===== config.mk =====
export PLATFORM = sky130hd
export DESIGN_NAME = sock_bridge
export DESIGN_NICKNAME = d
export VERILOG_FILES = /design/src/rtl/sock_bridge.sv
export SDC_FILE = /design/constraint.sdc
export NUM_CORES = 2
export LEC_CHECK = 0
export BUFFER_PORTS_ARGS = -buffer_cell sky130_fd_sc_hd__buf_2
export CAP_MARGIN = 20
export CORE_UTILIZATION = 47
export CTS_CLUSTER_DIAMETER = 80
export DETAILED_ROUTE_END_ITERATION = 6
export PLACE_DENSITY = 0.72
export SYNTH_ARGS = -nofsm -noshare
export SYNTH_HDL_FRONTEND = slang
export SYNTH_SLANG_ARGS = --single-unit

===== constraint.sdc =====
create_clock -name clk -period 5.25 [get_ports clk]
set_input_delay 1.05 -clock clk [delete_from_list [all_inputs] [get_ports clk]]
set_output_delay 1.05 -clock clk [all_outputs]
set_load 0.05 [all_outputs]

===== src/rtl/sock_bridge.sv =====
module sock_bridge #(
  parameter int N_SOCK = 8,
  parameter int DEPTH  = 16
) (
  input  logic                clk,
  input  logic                rst_n,
  input  logic                host_sel,
  input  logic                host_we,
  input  logic [7:0]          host_addr,
  input  logic [7:0]          host_wdata,
  output logic [7:0]          host_rdata,
  output logic [N_SOCK-1:0]   tx_valid,
  output logic [8*N_SOCK-1:0] tx_data,
  output logic [N_SOCK-1:0]   tx_last,
  input  logic [N_SOCK-1:0]   tx_ready,
  input  logic [N_SOCK-1:0]   rx_valid,
  input  logic [8*N_SOCK-1:0] rx_data,
  output logic [N_SOCK-1:0]   rx_ready
);
  localparam int AW = $clog2(DEPTH);
  localparam logic [7:0] CMD_SEND  = 8'h01;
  localparam logic [7:0] CMD_CLOSE = 8'h02;

  wire [1:0] rgn  = host_addr[7:6];
  wire [5:0] hnum = host_addr[5:0];
  wire open_rd = host_sel && !host_we && host_addr == 8'h00;

  logic [N_SOCK-1:0] open_q, valid_q, ovf_q, rx_emp;
  logic [7:0] rx_head [N_SOCK];
  logic [7:0] free_idx, sel_head, sel_stat;
  logic       free_any, sel_open, sel_emp;

  always_comb begin
    free_any = 1'b0;
    free_idx = 8'd0;
    for (int i = N_SOCK - 1; i >= 0; i--)
      if (!open_q[i]) begin
        free_any = 1'b1;
        free_idx = 8'(i);
      end
  end

  always_comb begin
    sel_head = 8'd0;
    sel_stat = 8'd0;
    sel_open = 1'b0;
    sel_emp  = 1'b1;
    for (int i = 0; i < N_SOCK; i++)
      if (hnum == 6'(i + 1) && open_q[i]) begin
        sel_open = 1'b1;
        sel_emp  = rx_emp[i];
        sel_head = rx_head[i];
        sel_stat = {5'd0, 1'b1, ovf_q[i], valid_q[i]};
      end
  end

  always_ff @(posedge clk) begin
    if (!rst_n) host_rdata <= 8'd0;
    else if (host_sel && !host_we) begin
      case (rgn)
        2'd0:    host_rdata <= (host_addr == 8'h00) ? (free_any ? free_idx + 8'd1 : 8'hFF) : 8'd0;
        2'd1:    host_rdata <= (sel_open && !sel_emp) ? sel_head : 8'd0;
        2'd2:    host_rdata <= sel_stat;
        default: host_rdata <= 8'd0;
      endcase
    end
  end

  for (genvar g = 0; g < N_SOCK; g++) begin : g_sock
    logic [7:0]  tmem [DEPTH];
    logic [7:0]  rmem [DEPTH];
    logic [AW:0] twp, trp, tcp, rwp, rrp;

    wire hit    = host_sel && open_q[g] && hnum == 6'(g + 1);
    wire t_wr   = hit && host_we && rgn == 2'd1;
    wire r_rd   = hit && !host_we && rgn == 2'd1;
    wire ctl    = hit && host_we && rgn == 2'd3;
    wire send   = ctl && host_wdata == CMD_SEND;
    wire close  = ctl && host_wdata == CMD_CLOSE;
    wire t_full = (twp - trp) == (AW+1)'(DEPTH);
    wire r_full = (rwp - rrp) == (AW+1)'(DEPTH);
    wire t_pop  = tx_valid[g] && tx_ready[g];
    wire r_push = rx_valid[g] && rx_ready[g];
    wire r_pop  = r_rd && !rx_emp[g];

    assign tx_valid[g]          = trp != tcp;
    assign tx_last[g]           = tx_valid[g] && (AW+1)'(trp + 1'b1) == tcp;
    assign tx_data[g*8 +: 8]    = tmem[trp[AW-1:0]];
    assign rx_emp[g]            = rwp == rrp;
    assign rx_head[g]           = rmem[rrp[AW-1:0]];
    assign rx_ready[g]          = open_q[g] && !r_full;

    always_ff @(posedge clk) begin
      if (t_wr && !t_full) tmem[twp[AW-1:0]] <= host_wdata;
      if (r_push)          rmem[rwp[AW-1:0]] <= rx_data[g*8 +: 8];
    end

    always_ff @(posedge clk) begin
      if (!rst_n || close) begin
        {twp, trp, tcp, rwp, rrp} <= '0;
        open_q[g]  <= 1'b0;
        valid_q[g] <= 1'b0;
        ovf_q[g]   <= 1'b0;
      end else begin
        if (open_rd && free_any && free_idx == 8'(g)) open_q[g] <= 1'b1;
        if (t_wr && !t_full) twp <= twp + 1'b1;
        if (t_wr && t_full)  ovf_q[g] <= 1'b1;
        if (send)            tcp <= twp;
        if (t_pop)           trp <= trp + 1'b1;
        if (r_push)          rwp <= rwp + 1'b1;
        if (r_pop)           rrp <= rrp + 1'b1;
        if (r_rd)            valid_q[g] <= !rx_emp[g];
      end
    end
  end
endmodule


==> flow_metrics.env <==
export IMPL_layout_min_cycle_time_ns=4.556
export IMPL_clock_path_buffers=3
export IMPL_timing_max_slew_rel_slack=0.2566
export IMPL_clk_root_buffer_cell="sky130_fd_sc_hd__clkbuf_16"
export IMPL_grt_start_max_net_pins=108
export IMPL_grt_pass1_vias=49410
export IMPL_setup_viol=0
export IMPL_synth_ff_type="sky130_fd_sc_hd__edfxtp_1"
export IMPL_start_kind="register"
export IMPL_seq_area_frac_synth=0.7126
export IMPL_ant_nets=0
export IMPL_final_instance_count_excl_fill=8420
export IMPL_share_of_layout_cells_above_drive_strength_1=0.2351
export IMPL_finalWirelength_mm=217.6
export IMPL_final_period_utilization=0.8679
export IMPL_global_route_usage_met2=0.3552
export IMPL_remaining_drc_errors=49
export IMPL_synth_most_common_cell="sky130_fd_sc_hd__edfxtp_1"
export IMPL_cp_arrival_ns=3.51
export IMPL_post_cts_setup_buffer_count=0
export IMPL_synth_xor_xnor_area_share=0.01861
export IMPL_crit_path_max_cell_delay_ns=0.96
export IMPL_cts_resized=0
export IMPL_grt_total_usage=0.2138
export IMPL_synth_top_cells_by_area="sky130_fd_sc_hd__edfxtp_1 (65%), sky130_fd_sc_hd__mux4_2 (14%), sky130_fd_sc_hd__dfxtp_1 (6.3%), sky130_fd_sc_hd__ha_1 (2.0%), sky130_fd_sc_hd__nor2_1 (1.7%)"
export IMPL_fillers=15350
export IMPL_synth_top_family_by_area="multiplexers"
export IMPL_synth_top_area_cell="sky130_fd_sc_hd__edfxtp_1"
export IMPL_cts_sinks=2344
export IMPL_synth_distinct_cells=73
export IMPL_vias=49000
export IMPL_grt_use_met1=0.2848
export IMPL_fp_dieArea_um2=203100
export IMPL_synth_seq_cells=2344
export IMPL_syn_to_final_growth_pct=13.22
export IMPL_clk_insertion_delay_late_ns=0.88
export IMPL_worst_path_dominant_cell_family="compound AO/OA/AOI/OAI gates"
export IMPL_worst_ep_required_time_ns=4.20
export IMPL_global_route_peak_usage_layer="met2"
export IMPL_power_density_nw_per_um2=348.9
export IMPL_final_nets=5795
export IMPL_floorplan_die_width_um=450.7
export IMPL_crit_path_top_delay_cell="sky130_fd_sc_hd__a211oi_1"
export IMPL_synth_mux_area_frac=0.1534
export IMPL_hold_viol_final=0
export IMPL_cts_hold_buf=0
export IMPL_dieHeight_um=450.7
export IMPL_failing_checks="DRC"
export IMPL_final_seq_area_um2=67450
export IMPL_yosysTopAreaCellShare=0.6500
export IMPL_synth_simple_gate_area_share=0.05636
export IMPL_globalRoute_totalOverflow=0
export IMPL_first_pass_grt_wire_length_mm=324.8
export IMPL_max_vdd_ir_drop_uv=341.1
export IMPL_timing_final_max_slew_violations=0
export IMPL_max_cap_violations=0
export IMPL_max_slew_worst_pin_slew_ns=1.108
export IMPL_timing_critical_path_buf_inv=2
export IMPL_syn_mean_instance_area_um2=18.14
export IMPL_cts_tree="done"
export IMPL_synth_top_cells_by_count="sky130_fd_sc_hd__edfxtp_1 (2,048), sky130_fd_sc_hd__mux4_2 (582), sky130_fd_sc_hd__nor2_1 (431), sky130_fd_sc_hd__dfxtp_1 (296), sky130_fd_sc_hd__ha_1 (150)"
export IMPL_core_area_um2=199900
export IMPL_initial_core_util=0.4734
export IMPL_clock_skew_ns=0.05294
export IMPL_global_route_usage_met3=0.03472
export IMPL_synth_compound_area_frac=0.02390
export IMPL_setup_repair_after_global_routing_missed_its_margin="false"
export IMPL_synthArstFlopShare=0
export IMPL_path_clk_slew_ns=0.06
export IMPL_placement_rows=164
export IMPL_critical_path_cell_chain="inv_1 > ha_1 > nor2b_1 > o21ai_0 > a2111oi_0 > a211oi_1 > buf_2"
export IMPL_timing_fmax_mhz=219.5
export IMPL_critical_path_peak_fanout=4
export IMPL_leakagePower_nw=33.98
export IMPL_multi_input_comb_area_um2=25800
export IMPL_place_detailed_instances=7968
export IMPL_syn_instance_count=5215
export IMPL_numPortBuffers=195
export IMPL_yosys_warnings=0
export IMPL_synth_adder_area_share=0.01984
export IMPL_detailedRoute_firstPassIterationCount=7
export IMPL_run_status="complete, but fails checks"
export IMPL_postSynthNetCount=5465
export IMPL_num_io_pins=196
export IMPL_timing_critical_path_to_type="output port"
export IMPL_detailedRoute_firstIterationViolations=5250
export IMPL_critPathKind="register to output port"
export IMPL_finalWeightedCongestion=0.8840
export IMPL_route_detailed_vias_per_inst=5.820
export IMPL_level_count_of_the_clock_h_tree=4
export IMPL_post_drt_wl_per_cell_um=25.85
export IMPL_detailed_place_hpwl_mm=144.5
export IMPL_synth_enable_flop_cells=2048
export IMPL_fin_tns_setup_ns=0
export IMPL_path_type_of_the_worst_min_delay_path="register to register"
export IMPL_numCtsBuffers=225
export IMPL_mappedNetlistArea_um2=94610
export IMPL_grt_antenna_before_repair=53
## metal layers
metal	up-vias	part of all wire
met1	25300	0.40
li1	21390	-
met4	26	0.034
met5	-	0.0010
met3	424	0.065
met2	1866	0.50
## per-stage QoR
stage	setup WS (ns)	util	hold slack (ns)	power (W)	cell area, µm²
6_report	0.6935	0.5360	0.4813	0.03738	107100
5_1_grt	0.5685	0.5359	0.5097	0.03831	107100
4_1_cts	0.6266	0.5354	0.4745	0.03763	107000
3_5_place_dp	0.7153	0.4964	0.4595	0.02103	99220
3_3_place_gp	0.4187	0.4960	0.4585	0.02101	99130
2_1_floorplan	1.566	-	0.4370	0.02068	94610
## worst paths after layout
check	start	end	slack (ns)	depth (start not counted)
min reg2reg	host_rdata[7]	host_rdata[7]	0.48	2
max reg2reg	g_sock[0].trp[1]	g_sock[0].tmem[7][5]	1.61	8
max	g_sock[4].rrp[1]	rx_ready[4]	0.69	7
min	host_rdata[7]	host_rdata[7]	0.48	2
## worst register-to-register path, delay by kind of cell (launching register included)
family,cells,cell delay [ns]
AOI/OAI and AO/OA,3,1.14
adders and majority gates,1,0.28
buffers and inverters,1,0.08
DFF,1,0.43
and+or+nand+nor,3,1.34
## flip-flops by register name, indices dropped and copies added (netlist names), 40 cells and up, named ones only
| signal | count |
|---|---|
| g_sock.tcp | 40 |
| g_sock.rmem | 1024 |
| g_sock.twp | 40 |
| g_sock.tmem | 1024 |
| g_sock.trp | 40 |
| g_sock.rrp | 40 |
| g_sock.rwp | 40 |
## layout by cell type (no fill, tap or decap), types with 21 or more instances in the layout
cell type / synthesis / layout
sky130_fd_sc_hd__clkbuf_16: 0 / 228
sky130_fd_sc_hd__clkinv_1: 2 / 43
sky130_fd_sc_hd__nor3_1: 127 / 122
sky130_fd_sc_hd__nand2b_1: 45 / 45
sky130_fd_sc_hd__clkinv_2: 0 / 42
sky130_fd_sc_hd__bufinv_16: 0 / 31
sky130_fd_sc_hd__nor2_1: 431 / 431
sky130_fd_sc_hd__xnor2_1: 103 / 103
sky130_fd_sc_hd__buf_4: 2 / 153
sky130_fd_sc_hd__nand3_1: 57 / 57
sky130_fd_sc_hd__nor2b_1: 55 / 55
sky130_fd_sc_hd__a21oi_1: 92 / 92
sky130_fd_sc_hd__clkbuf_1: 136 / 39
sky130_fd_sc_hd__o21ai_0: 64 / 56
sky130_fd_sc_hd__edfxtp_1: 2048 / 2048
sky130_fd_sc_hd__ha_1: 150 / 150
sky130_fd_sc_hd__nand2_1: 148 / 148
sky130_fd_sc_hd__nand3b_1: 21 / 21
sky130_fd_sc_hd__and3_1: 75 / 75
sky130_fd_sc_hd__mux2i_1: 126 / 126
sky130_fd_sc_hd__or3_1: 36 / 36
sky130_fd_sc_hd__inv_1: 115 / 115
sky130_fd_sc_hd__buf_2: 41 / 187
sky130_fd_sc_hd__a211oi_1: 41 / 41
sky130_fd_sc_hd__mux4_2: 582 / 582
sky130_fd_sc_hd__nand4_1: 41 / 41
sky130_fd_sc_hd__xor2_1: 98 / 98
sky130_fd_sc_hd__dfxtp_1: 296 / 277
## logic make-up after synthesis
group | Yosys count
AND/OR/NAND/NOR | 1105
AO/OA/AOI/OAI | 327
XOR/XNOR | 201
buffers and inverters | 367
flip-flops | 2344
adder cells (fa/ha/maj) | 150
multiplexers | 721
## power by group
part	switching [W]	total [W]	leakage [nW]	internal, W
clock	0.00709	0.0168	3.75	0.00966
combinational	0.000345	0.000399	9.45	0.0000543
sequential	0.0000000578	0.0202	20.8	0.0202
total	0.00744	0.0374	34.0	0.0299
## final cells by class
type / count / area share
flip-flops and latches: 2344 / 0.6296
repair buffers: 353 / 0.02127
diodes: 17 / 0.0003971
clock buffers: 275 / 0.05566
clock inverters: 154 / 0.01705
inverters: 117 / 0.004100
multi-input cells: 2504 / 0.2409
well taps: 2656 / 0.03102
No activity file was read; power rests on OpenSTA's default activity.
